<file path="src/rtl/sram_lane_pkg.sv">
`timescale 1ns/1ps
package sram_lane_pkg;
  typedef enum logic [1:0] {ST_IDLE, ST_TURN, ST_WRITE, ST_READ} state_e;

  function automatic int ps_to_cycles(input int t_ps, input int clk_ps);
    if (t_ps <= 0) return 0;
    return (t_ps + clk_ps - 1) / clk_ps;
  endfunction

  function automatic int imax(input int a, input int b);
    return (a > b) ? a : b;
  endfunction
endpackage

</file>
<file path="src/rtl/sram_cycle_timer.sv">
`timescale 1ns/1ps
module sram_cycle_timer #(
  parameter int W = 3
) (
  input  logic         clk_i,
  input  logic         rst_ni,
  input  logic         load_i,
  input  logic [W-1:0] load_val_i,
  output logic         done_o
);
  logic [W-1:0] cnt_q;

  always_ff @(posedge clk_i or negedge rst_ni) begin
    if (!rst_ni)            cnt_q <= '0;
    else if (load_i)        cnt_q <= load_val_i;
    else if (cnt_q != '0)   cnt_q <= cnt_q - 1'b1;
  end

  assign done_o = (cnt_q == '0);
endmodule

</file>
<file path="src/rtl/sram_byte_lane.sv">
`timescale 1ns/1ps
module sram_byte_lane #(
  parameter int LANE_W = 8
) (
  input  logic              clk_i,
  input  logic              rst_ni,
  input  logic              sel_d_i,
  input  logic              cap_i,
  input  logic [LANE_W-1:0] dq_i,
  output logic              ce_n_o,
  output logic [LANE_W-1:0] rd_o
);
  logic              ce_n_q;
  logic [LANE_W-1:0] rd_q;

  always_ff @(posedge clk_i or negedge rst_ni) begin
    if (!rst_ni) begin
      ce_n_q <= 1'b1;
      rd_q   <= '0;
    end else begin
      ce_n_q <= ~sel_d_i;
      // unselected lane returns zero
      if (cap_i) rd_q <= ce_n_q ? '0 : dq_i;
    end
  end

  assign ce_n_o = ce_n_q;
  assign rd_o   = rd_q;
endmodule

</file>
<file path="src/rtl/sram_lane_ctrl.sv">
`timescale 1ns/1ps
module sram_lane_ctrl
  import sram_lane_pkg::*;
#(
  parameter int  CLK_PS    = 8000,
  parameter int  ADDR_W    = 19,
  parameter int  LANES     = 4,
  parameter int  LANE_W    = 8,
  parameter int  T_RC_PS   = 12000,
  parameter int  T_AA_PS   = 12000,
  parameter int  T_WC_PS   = 12000,
  parameter int  T_CW_PS   = 10000,
  parameter int  T_AW_PS   = 10000,
  parameter int  T_WP_PS   = 8000,
  parameter int  T_DW_PS   = 6000,
  parameter int  T_OHZ_PS  = 6000,
  localparam int DATA_W    = LANES * LANE_W
) (
  input  logic              clk_i,
  input  logic              rst_ni,
  input  logic              req_valid_i,
  output logic              req_ready_o,
  input  logic [ADDR_W-1:0] req_addr_i,
  input  logic              req_we_i,
  input  logic [DATA_W-1:0] req_wdata_i,
  input  logic [LANES-1:0]  req_mask_i,
  output logic              rd_valid_o,
  output logic [DATA_W-1:0] rd_data_o,
  output logic [ADDR_W-1:0] mem_addr_o,
  output logic [LANES-1:0]  mem_ce_n_o,
  output logic              mem_we_n_o,
  output logic              mem_oe_n_o,
  output logic [DATA_W-1:0] mem_dq_o,
  output logic              mem_dq_oe_o,
  input  logic [DATA_W-1:0] mem_dq_i
);
  localparam int RD_CYC = imax(1, imax(ps_to_cycles(T_RC_PS, CLK_PS),
                                       ps_to_cycles(T_AA_PS, CLK_PS)));
  localparam int WR_CYC = imax(1, imax(imax(ps_to_cycles(T_WC_PS, CLK_PS),
                                            ps_to_cycles(T_CW_PS, CLK_PS)),
                                       imax(imax(ps_to_cycles(T_AW_PS, CLK_PS),
                                                 ps_to_cycles(T_WP_PS, CLK_PS)),
                                            ps_to_cycles(T_DW_PS, CLK_PS))));
  localparam int TA_CYC = imax(1, ps_to_cycles(T_OHZ_PS, CLK_PS));
  localparam int MAX_CYC = imax(RD_CYC, imax(WR_CYC, TA_CYC));
  localparam int CNT_W  = $clog2(MAX_CYC + 1);

  state_e              state_q, state_d;
  logic                accept, null_wr, done, load, cap;
  logic [CNT_W-1:0]    load_val;
  logic                last_rd_q;
  logic [ADDR_W-1:0]   addr_q;
  logic [DATA_W-1:0]   wdata_q;
  logic [LANES-1:0]    mask_q, mask_d;
  logic                we_n_q, oe_n_q, dq_oe_q, rd_valid_q;
  logic                drive_d;

  assign accept  = req_valid_i && (state_q == ST_IDLE);
  assign null_wr = req_we_i && (req_mask_i == '0);

  always_comb begin
    state_d  = state_q;
    load     = 1'b0;
    load_val = '0;
    unique case (state_q)
      ST_IDLE: begin
        if (accept && !null_wr) begin
          load = 1'b1;
          if (!req_we_i) begin
            state_d  = ST_READ;
            load_val = CNT_W'(RD_CYC - 1);
          end else if (last_rd_q) begin
            state_d  = ST_TURN;
            load_val = CNT_W'(TA_CYC - 1);
          end else begin
            state_d  = ST_WRITE;
            load_val = CNT_W'(WR_CYC - 1);
          end
        end
      end
      ST_TURN: begin
        if (done) begin
          state_d  = ST_WRITE;
          load     = 1'b1;
          load_val = CNT_W'(WR_CYC - 1);
        end
      end
      ST_WRITE: if (done) state_d = ST_IDLE;
      ST_READ:  if (done) state_d = ST_IDLE;
      default:  state_d = ST_IDLE;
    endcase
  end

  assign mask_d  = accept ? req_mask_i : mask_q;
  assign drive_d = (state_d == ST_WRITE) || (state_d == ST_READ);
  assign cap     = (state_q == ST_READ) && done;

  sram_cycle_timer #(.W(CNT_W)) i_timer (
    .clk_i      (clk_i),
    .rst_ni     (rst_ni),
    .load_i     (load),
    .load_val_i (load_val),
    .done_o     (done)
  );

  always_ff @(posedge clk_i or negedge rst_ni) begin
    if (!rst_ni) begin
      state_q    <= ST_IDLE;
      last_rd_q  <= 1'b0;
      addr_q     <= '0;
      wdata_q    <= '0;
      mask_q     <= '0;
      we_n_q     <= 1'b1;
      oe_n_q     <= 1'b1;
      dq_oe_q    <= 1'b0;
      rd_valid_q <= 1'b0;
    end else begin
      state_q    <= state_d;
      mask_q     <= mask_d;
      if (accept && !null_wr) begin
        last_rd_q <= !req_we_i;
        addr_q    <= req_addr_i;
        wdata_q   <= req_wdata_i;
      end
      // controls registered from next state: glitch-free pins
      we_n_q     <= (state_d != ST_WRITE);
      oe_n_q     <= (state_d != ST_READ);
      dq_oe_q    <= (state_d == ST_WRITE);
      rd_valid_q <= cap;
    end
  end

  for (genvar g = 0; g < LANES; g++) begin : g_lane
    sram_byte_lane #(.LANE_W(LANE_W)) i_lane (
      .clk_i   (clk_i),
      .rst_ni  (rst_ni),
      .sel_d_i (drive_d && mask_d[g]),
      .cap_i   (cap),
      .dq_i    (mem_dq_i[g*LANE_W +: LANE_W]),
      .ce_n_o  (mem_ce_n_o[g]),
      .rd_o    (rd_data_o[g*LANE_W +: LANE_W])
    );
  end

  assign req_ready_o = (state_q == ST_IDLE);
  assign rd_valid_o  = rd_valid_q;
  assign mem_addr_o  = addr_q;
  assign mem_we_n_o  = we_n_q;
  assign mem_oe_n_o  = oe_n_q;
  assign mem_dq_o    = wdata_q;
  assign mem_dq_oe_o = dq_oe_q;
endmodule

</file>
<file path="config.mk">
export PLATFORM = sky130hd
export DESIGN_NAME = sram_lane_ctrl
export DESIGN_NICKNAME = d
export VERILOG_FILES = /design/src/rtl/sram_lane_pkg.sv /design/src/rtl/sram_cycle_timer.sv /design/src/rtl/sram_byte_lane.sv /design/src/rtl/sram_lane_ctrl.sv
export SDC_FILE = /design/constraint.sdc
export NUM_CORES = 1
export LEC_CHECK = 0
export CELL_PAD_IN_SITES_DETAIL_PLACEMENT = 1
export CELL_PAD_IN_SITES_GLOBAL_PLACEMENT = 1
export CORE_MARGIN = 2
export CORE_UTILIZATION = 32
export CTS_CLUSTER_DIAMETER = 40
export DETAILED_ROUTE_END_ITERATION = 6
export PLACE_DENSITY_LB_ADDON = 0.05
export SLEW_MARGIN = 10
export SYNTH_ARGS = -nofsm -noshare
export SYNTH_HDL_FRONTEND = slang
export SYNTH_SLANG_ARGS = --single-unit
</file>
<file path="constraint.sdc">
create_clock -name clk_i -period 1.85 [get_ports clk_i]
set_input_delay 0.555 -clock clk_i [delete_from_list [all_inputs] [get_ports clk_i]]
set_output_delay 0.555 -clock clk_i [all_outputs]
set_load 0.01 [all_outputs]
</file>
==> results.md, run 1 <==
* Status: completed
* P per Cell Area at between 1500 and 2000 nW/um^2
* Max IR drop VDD at a little under 700 uV
* Hold Path Class: in -> async
* H-Tree Level Count at 3
* Reg2reg start: state_q[0]
* Max Cap Violations at 0
* Worst-path clk slew at 70 ps
* Cells on worst reg2reg path at 5
* Largest family of logic cells by synthesized area: multiplexers
* Synth Net Count at 408
* Clk_skew at 4.14 ps
* Worst Slack Setup Final at 11.5 ps
* Cell area after layout at slightly below 7000 um^2
* First-pass detailed-route iteration total at 4
* Adder-cell share of the synthesized area at less than 1%
* Pin count of the biggest net entering global routing at between 60 and 70
* Initial antenna violation count at 1
* CP arrival at 2060 ps
* Crit. Startpoint: req_mask_i[0]
* R2r setup slk at 210 ps
* Total number of yosys warnings at 0
* Final period util at 99.4%
* Post-synthesis xor/xnor area fraction at 0%
* Seq. cell area at about 2500 um^2
* Slew Viols, Final at 0
* # rows at 41
* Die ar. at 14000 um^2
* Placed Cells at a little under 700
* Vias in the first global route at 3304
* Final core utilization at 53.1%
* CP Capture Point: state_q[0]
* Total core area at approximately 13000 um^2
* Register area share after synthesis at between 60% and 70%
* Grt total ovfl at 0
* Bufs on Longest Clock Path at 2
* Syn_area_per_cell at between 10 and 15 um^2
* DRT iter0 DRCs at between 100 and 150
* Min Tclk post-route at between 1500 and 2000 ps
* Syn-to-layout area delta at 61.2%
* Placer Congestion at 0.759
* Synthesized area at between 4000 and 5000 um^2
* Leading cell types in the layout, fill and taps excluded: clkdlybuf4s50_1, dfrtp_1, nand2_1
* FILL cells at around 1300
* Slew HR at roughly 74%
* Leak pwr at approximately 3.1 nW
* Yosys cell types at 28
* Total CTS buffers at 9
* Mux contribution to synthesized area at around 18%
* Final setup vio count at 0
* Compound-Gate Fraction of Synth Area at between 6 and 7%
* HPWL Detailed at roughly 8700 um
* Routed Antenna Nets at 0
* Post-Syn Instances at around 320
* Yosys reg bits at 100
* Initial Utilization at between 30 and 40%
* Most common cell after layout, fill and taps aside: clkdlybuf4s50_1
* Simple-gate area share of the yosys netlist at between 10% and 20%
* Final wirelength at about 12000 um
* First-pass GRT wire length at 18400 um
* Die Span Y at ~120 um
* CP startpoint kind: primary input
* Fraction of layout cells with a size suffix above 1 at 20.2%
* Via density at 4.47
* Setup Slack @ Placement at -356 ps
* Nature of the critical path endpoint: flop
* Root Driver: clkbuf_16
* Ports at 183
* Area of the multi-input gates at approximately 1500 um^2
* Setup CP Type: in -> reg
* Skew-Pair Late Insertion Delay at between 300 and 400 ps
* Fin cells at around 700
* Nets at around 610
* CP Data Required Time at slightly above 2000 ps
* Drt wl/cell at between 15 and 20 um
* Sink Count at 100
* Critical R2R Capture: mem_dq_o[4]
* # hold bufs at CTS at 0
* Achievable clock frequency at between 500 and 600 MHz
* Worst-margin pin slew at 385 ps
* Chip width at 118 um
* Final Hold Vio Count at 0
* Routed vias at approximately 3100
* Buffers added on ports at ~180
* DR DRC count at 0
* Placed cell area at approximately 6300 um^2
* Crit Path Max Fanout at 3
* RSZ-0062 raised after global routing: no
* Worst hold margin at slightly below 100 ps
* Gr usage total at 16.8%
* CTS tree: built
## worst max-delay path: stages
cell	delay, ps
clkdlybuf4s50_1	460
buf_4	170
or4_1	570
a21boi_1	200
o21ai_0	100
## routing by layer
| metal | vias up | global-route usage (%) | part of all wire [%] |
|---|---|---|---|
| li1 | 1465 | - | - |
| met1 | 1545 | 21.7 | 45 |
| met2 | 94 | 27.6 | 49 |
| met3 | 14 | 3.38 | 4.4 |
| met4 | 0 | 6.48 | 2.1 |
| met5 | - | 0 | 0 |
## Yosys cell counts
| cell | count | area share, % |
|---|---|---|
| a21boi_0 | 1 | 0.18 |
| a21o_1 | 1 | 0.18 |
| a21oi_1 | 1 | 0.12 |
| a21oi_4 | 1 | 0.39 |
| a22oi_1 | 5 | 0.90 |
| a31oi_1 | 1 | 0.15 |
| a32oi_1 | 1 | 0.21 |
| a41oi_1 | 1 | 0.21 |
| and2_0 | 1 | 0.15 |
| buf_4 | 4 | 0.72 |
| buf_6 | 5 | 1.3 |
| clkbuf_1 | 8 | 0.72 |
| dfrtp_1 | 94 | 56 |
| dfstp_2 | 6 | 3.8 |
| ha_1 | 1 | 0.30 |
| inv_1 | 5 | 0.45 |
| mux2_2 | 4 | 1.1 |
| mux2_4 | 48 | 17 |
| nand2_1 | 50 | 4.5 |
| nand2_4 | 1 | 0.27 |
| nand2b_1 | 33 | 4.9 |
| nand3_1 | 3 | 0.36 |
| nor2_1 | 2 | 0.18 |
| nor2_4 | 1 | 0.27 |
| nor4_4 | 1 | 0.51 |
| o21ai_0 | 35 | 4.2 |
| o31ai_1 | 1 | 0.18 |
| or4_1 | 1 | 0.18 |
## per-stage QoR
| step | power [mW] | TNS, ps |
|---|---|---|
| global route | 11.6 | 0 |
| finish | 10.9 | 0 |
| CTS | 11.2 | 0 |
| global placement | 8.80 | -17490 |
| detailed placement | 8.95 | -17960 |
| floorplan | 6.20 | 0 |
## cells by family (layout without fill, tap and decap cells)
family / Yosys count / in the layout
mux: 52 / 52
simple gates: 93 / 93
other cells: 0 / 1
flops: 100 / 100
buf+inv: 22 / 230
fa+ha+maj: 1 / 1
compound gates: 48 / 48
## area by class of cell
type	count	share of cell area [%]
diodes	1	0.0372
clock buffers	12	3.81
clock inverters	4	1.41
inverters	5	0.279
multi-input cells	194	22.8
flip-flops and latches	100	37.3
well taps	172	3.20
repair buffers	209	31.1
## report_power, final
group	switching (mW)	internal, mW	total [mW]
Clock	0.800	1.39	2.19
Combinational	1.94	3.00	4.94
Sequential	0.567	3.23	3.80
## registers in the layout, indices dropped and copies added (netlist names)
name,cells
mem_we_n_o,1
mem_addr_o,19
i_timer.cnt_q,2
mem_oe_n_o,1
g_lane.i_lane.ce_n_o,4
mem_dq_o,32
rd_valid_o,1
mem_dq_oe_o,1
g_lane.i_lane.rd_o,32
mask_q,4
last_rd_q,1
state_q,2
## timing repair
action | CTS | global route
pin swaps | 0 | 0
gates resized for setup | 13 | 17
setup endpoints to repair | 13 | 66
buffers inserted | 0 | 1
## how the worst min path moves through the flow
stage | from | endpoint | cells after the start
final | rst_ni | g_lane[0].i_lane.rd_o[4] | 1
after global routing | rst_ni | g_lane[0].i_lane.rd_o[4] | 1
after global placement | mask_q[0] | g_lane[0].i_lane.ce_n_o | 1
after detailed placement | mask_q[2] | g_lane[2].i_lane.ce_n_o | 1
after floorplan | rst_ni | g_lane[0].i_lane.rd_o[0] | 0
after CTS | rst_ni | g_lane[0].i_lane.rd_o[4] | 1
(Power assumes the default switching activity.)
==> run 2, diff against run 1 <==
--- a/config.mk
+++ b/config.mk
@@ -12,6 +12,7 @@
 export CTS_CLUSTER_DIAMETER = 40
 export DETAILED_ROUTE_END_ITERATION = 6
 export PLACE_DENSITY_LB_ADDON = 0.05
+export RECOVER_POWER = 100
 export SLEW_MARGIN = 10
 export SYNTH_ARGS = -nofsm -noshare
 export SYNTH_HDL_FRONTEND = slang
==> results.md, run 2 (synthesis results as in run 1) <==
* HPWL Detailed at between 8000 and 9000 um
* CP max stage delay at about 570 ps
* Total CTS buffers at 9
* Gr usage total at between 10% and 20%
* Cells on worst reg2reg path at 5
* DRT iter0 DRCs at about 120
* Total core area at roughly 13000 um^2
* Sink Count at 100
* RSZ-0062 raised after global routing: no
* # rows at between 40 and 50
* Crit path max-delay family: buffers and inverters
* Min Tclk post-route at 1830 ps
* Final period util at about 100%
* Leading cell types in the layout, fill and taps excluded: clkdlybuf4s50_1, dfrtp_1, nand2_1
* Most common cell after layout, fill and taps aside: clkdlybuf4s50_1
* Worst Slack Setup Final at approximately 19 ps
* Slew Viols, Final at 0
* R2r setup slk at approximately 200 ps
* Combinational Power Share at 44.6%
* Worst hold margin at around 440 ps
* Net Sw Power at approximately 3.3 mW
* Pin count of the biggest net entering global routing at 66
* Placer Congestion at 0.759
* Final setup vio count at 0
* Fraction of layout cells with a size suffix above 1 at 19.1%
* Crit Path Max Fanout at 3
* Worst-path clk slew at about 70 ps
* Max IR drop VDD at 674 uV
* Critical R2R Capture: mem_dq_o[4]
* Via density at between 4 and 5
* # hold bufs at CTS at 0
* CP startpoint kind: primary input
* CP cell instances: clkdlybuf4s50_1 > clkbuf_2 > or4_1 > a21boi_1 > o21ai_0
* Nets at just over 600
* Skew-Pair Late Insertion Delay at 340 ps
* Buf+Inv Stages, Crit Path at 2
* Nature of the critical path endpoint: flop
* Switching part of the total at between 30% and 40%
* Chip width at between 100 and 150 um
* Ports at 183
* Initial antenna violation count at 1
* CP arrival at between 2000 and 2500 ps
* Hold EP: g_lane[2].i_lane.ce_n_o
* Setup CP Type: in -> reg
* Drt wl/cell at between 15 and 20 um
* Reg2reg start: state_q[0]
* Bufs on Longest Clock Path at 2
* Max Cap Violations at 0
* Status: completed
* Overall Power at between 10 and 15 mW
* Routed vias at between 3000 and 4000
* Setup Slack @ Placement at -356 ps
* Leak pwr at roughly 2.9 nW
* Grt total ovfl at 0
* Clock share of power at between 20 and 25%
* CP Data Required Time at around 2100 ps
* Syn-to-layout area delta at 58.6%
* Buffers added on ports at between 150 and 200
* CTS tree: built
* Final Hold Vio Count at 0
* Vias in the first global route at roughly 3300
* First-pass detailed-route iteration total at 4
* Flop pwr share at a little over a third
* Hold Path Origin: mask_q[2]
* CP max-delay cell: or4_1
* Routed Antenna Nets at 0
* Worst-margin pin slew at between 1000 and 1500 ps
* Slew HR at between 10% and 20%
* Final wirelength at between 10000 and 15000 um
* Root Driver: clkbuf_16
* H-Tree Level Count at 3
* Die Span Y at ~120 um
* Hold path depth at 1
* Achievable clock frequency at approximately 550 MHz
* Die ar. at roughly 14000 um^2
* First-pass GRT wire length at 18400 um
* Initial Utilization at about 33%
* P per Cell Area at about 1600 nW/um^2
* Internal power at about 7.5 mW
* Clk_skew at between 4 and 5 ps
* DR DRC count at 0
* Hold Path Class: reg -> reg
==> run 2: changes by cell type in the layout (fill, tap and decap cells not counted), moves of 2 or more <==
cell             delta
clkbuf_4            +2
clkdlybuf4s25_1     +6
dlymetal6s2s_1     -14
dfstp_1             +3
buf_4               -8
clkbuf_2            +4
dfstp_2             -3
clkbuf_1           +10
==> run 2: worst max path at each step <==
stage | startpoint | endpoint | slack, ps | depth (start not counted)
after global placement | req_mask_i[0] | mem_dq_o[28] | -330 | 5
after CTS | g_lane[2].i_lane.rd_o[3] | rd_data_o[19] | 9 | 1
after floorplan | req_mask_i[0] | last_rd_q | 200 | 4
final | req_mask_i[0] | state_q[0] | 20 | 5
after detailed placement | req_mask_i[1] | mem_dq_o[4] | -360 | 5
after global routing | mem_dq_o[21] | mem_dq_o[21] | 0.3 | 1
==> run 2: what timing repair did <==
| item | 4_1_cts | 5_1_grt |
|---|---|---|
| endpoints found under the setup margin | 13 | 66 |
| resized for setup | 13 | 17 |
| setup buffers | 0 | 1 |
==> run 2: power groups by stage <==
stage	Clock, mW	Combinational [mW]	Sequential (mW)
floorplan	0	1.98	4.22
detailed placement	0	5.11	3.84
CTS	2.26	5.07	3.83
global placement	0	4.99	3.81
global route	2.34	5.19	3.94
finish	2.19	4.83	3.80
==> run 2: cell type report <==
type | instances | area [um^2]
Fill cell | 1352 | 6050
Sequential cell | 100 | 2510
Timing Repair Buffer | 209 | 1990
Multi-Input combinational cell | 194 | 1530
Clock buffer | 12 | 256
Tap cell | 172 | 215
Clock inverter | 4 | 95.1
Inverter | 5 | 18.8
Antenna cell | 1 | 2.50
==> run 2: metal layers <==
layer | up-vias | part of all wire [%] | wire, um | track usage, %
met4 | 0 | 2.1 | 244 | 6.48
li1 | 1465 | - | - | -
met3 | 14 | 4.6 | 536 | 3.38
met1 | 1548 | 45 | 5190 | 21.7
met5 | - | 0 | 0 | 0
met2 | 94 | 49 | 5680 | 27.6
==> run 2: per-stage QoR <==
step,cells,setup TNS (ps),cell area (um^2),utilization (%)
2_1_floorplan,316,0,4180,-
3_3_place_gp,679,-17490,6350,50.1
3_5_place_dp,679,-17960,6350,50.1
4_1_cts,695,0,6680,52.7
5_1_grt,697,0,6630,52.3
6_report,697,0,6630,52.3
==> run 3, diff against run 2 <==
--- a/config.mk
+++ b/config.mk
@@ -8,7 +8,8 @@
 export CELL_PAD_IN_SITES_DETAIL_PLACEMENT = 1
 export CELL_PAD_IN_SITES_GLOBAL_PLACEMENT = 1
 export CORE_MARGIN = 2
-export CORE_UTILIZATION = 32
+export CORE_UTILIZATION = 29
+export CTS_BUF_LIST = sky130_fd_sc_hd__clkbuf_16
 export CTS_CLUSTER_DIAMETER = 40
 export DETAILED_ROUTE_END_ITERATION = 6
 export PLACE_DENSITY_LB_ADDON = 0.05
==> constraint.sdc (replaced) <==
create_clock -name clk_i -period 1.53 [get_ports clk_i]
set_input_delay 0.306 -clock clk_i [delete_from_list [all_inputs] [get_ports clk_i]]
set_output_delay 0.306 -clock clk_i [all_outputs]
set_load 0.01 [all_outputs]
==> results.md, run 3 (synthesis results as in run 1) <==
* Routed vias at between 3000 and 4000
* CP startpoint kind: flop
* CP Data Required Time at roughly 1800 ps
* Crit Path Max Fanout at 8
* Leading cell types in the layout, fill and taps excluded: dlygate4sd2_1, dfrtp_1, clkdlybuf4s50_1
* Status: complete, but fails checks
* Worst-margin pin slew at just under 800 ps
* Wl on met1 at 5190 um
* Met3 WL at 953 um
* Min Tclk post-route at about 1600 ps
* H-Tree Level Count at 3
* Buf+Inv Stages, Crit Path at 2
* Via density at 4.37
* Initial antenna violation count at 2
* Total core area at 14000 um^2
* Final core utilization at around half
* Fin cells at roughly 720
* HPWL Detailed at approximately 8300 um
* Ports at ~180
* Final Hold Vio Count at 0
* Slew HR at roughly 47%
* Placed Cells at between 600 and 700
* CTS tree: built
* Grt total ovfl at 0
* Worst Slack Setup Final at -33.4 ps
* Buffers added on ports at around 180
* Final setup vio count at 36
* Syn-to-layout area delta at 60.8%
* Hold Path Class: in -> reg
* CP max stage delay at between 400 and 500 ps
* CP cell instances: nor2_4 > nand2_4 > a21oi_4 > buf_6 > buf_16 > mux2_4
* Gr usage total at ~16%
* Die ar. at ~15000 um^2
* Drt wl/cell at roughly 16 um
* Skew-Pair Late Insertion Delay at approximately 350 ps
* Met2 WL at roughly 5400 um
* CP arrival at between 1500 and 2000 ps
* First-pass GRT wire length at 18300 um
* Most common cell after layout, fill and taps aside: dlygate4sd2_1
* Max layer used: met5
* Total CTS buffers at 9
* Leak pwr at ~3.2 nW
* First-pass detailed-route iteration total at 4
* Nature of the critical path endpoint: flop
* Worst hold margin at 389 ps
* Setup CP Type: reg -> reg
* Root Driver: clkbuf_16
* DRT iter0 DRCs at 94
* Slew Viols, Final at 0
* Violated checks: setup timing
* CP max-delay cell: dfrtp_1
* Sink Count at 100
* Die Span Y at approximately 120 um
* Routed Antenna Nets at 0
* Vias in the first global route at 3422
* Bufs on Longest Clock Path at 2
* Nets at 623
* Clk_skew at roughly 8.6 ps
* Final wirelength at about 12000 um
* Max Cap Violations at 0
* Max IR drop VDD at between 700 and 800 uV
* DR DRC count at 0
* Pin count of the biggest net entering global routing at 66
* P per Cell Area at ~1900 nW/um^2
* RSZ-0062 raised after global routing: yes
* Worst-path clk slew at approximately 70 ps
* Placer Congestion at roughly 0.74
* FILL cells at approximately 1500
* Fraction of layout cells with a size suffix above 1 at a little over a fifth
* Achievable clock frequency at roughly 640 MHz
* Final period util at 102%
* Overall Power at 12.5 mW
* Initial Utilization at roughly 30%
* # rows at between 40 and 50
* Chip width at about 120 um
* Crit path max-delay family: flip-flops
## run 3: cell types whose count changed in the layout (fill, tap and decap cells not counted), moves of 4 or more
cell / previous run / this run
dlygate4sd2_1: 12 / 95
clkdlybuf4s50_1: 153 / 84
clkbuf_1: 11 / 1
buf_6: 0 / 8
buf_4: 16 / 22
mux2_4: 48 / 52
mux2_2: 4 / 0
clkdlybuf4s25_1: 6 / 0
## run 3: area by class of cell
class                           count  area, um^2  share of cell area [%]
Clock buffer                        9         225                    3.35
Antenna cell                        1        2.50                  0.0373
Sequential cell                   100        2510                    37.4
Timing Repair Buffer              221        2120                    31.5
Tap cell                          180         225                    3.35
Multi-Input combinational cell    194        1560                    23.2
Clock inverter                      7        58.8                   0.876
Inverter                            5        18.8                   0.279
## run 3: where the power goes
group,switching (mW),internal [mW],total [mW]
clock,0.986,1.25,2.23
combinational,2.41,3.31,5.72
sequential,0.662,3.91,4.57
## run 3: metal layers
metal  global-route usage (%)  vias to the layer above
met5                        0                        -
met4                     6.60                        2
met3                     5.31                       15
met2                     24.9                      108
met1                     20.3                     1513
li1                         -                     1492
## run 3: metrics by stage
| step | TNS (ps) | cell area [um^2] | worst slack, ps |
|---|---|---|---|
| after floorplan | -3400 | 4180 | -72.7 |
| after detailed placement | -23090 | 6380 | -442 |
| after global routing | -3930 | 6720 | -96.3 |
| after CTS | -500 | 6710 | -40.2 |
| after global placement | -21880 | 6380 | -424 |
| final | -675 | 6720 | -33.4 |
## run 3: worst paths after layout
kind | from | endpoint | slack [ps] | depth (start not counted)
worst max register to register | state_q[1] | mem_dq_o[10] | -30 | 6
min in group asynchronous | rst_ni | mask_q[1] | 580 | 2
worst min-delay path | req_mask_i[3] | g_lane[3].i_lane.ce_n_o | 390 | 2
max in group asynchronous | rst_ni | g_lane[3].i_lane.rd_o[2] | 210 | 3
worst min register to register | mask_q[2] | g_lane[2].i_lane.ce_n_o | 430 | 1
worst max-delay path | state_q[1] | mem_dq_o[10] | -30 | 6
## run 3: timing repair
| item | 4_1_cts | 5_1_grt |
|---|---|---|
| endpoints found under the hold margin | 17 | 0 |
| setup buffers | 7 | 1 |
| pin swaps | 0 | 2 |
| gates resized for setup | 110 | 7 |
| cloned | 3 | 1 |
| setup endpoints to repair | 143 | 53 |
| hold buffers | 1 | 0 |
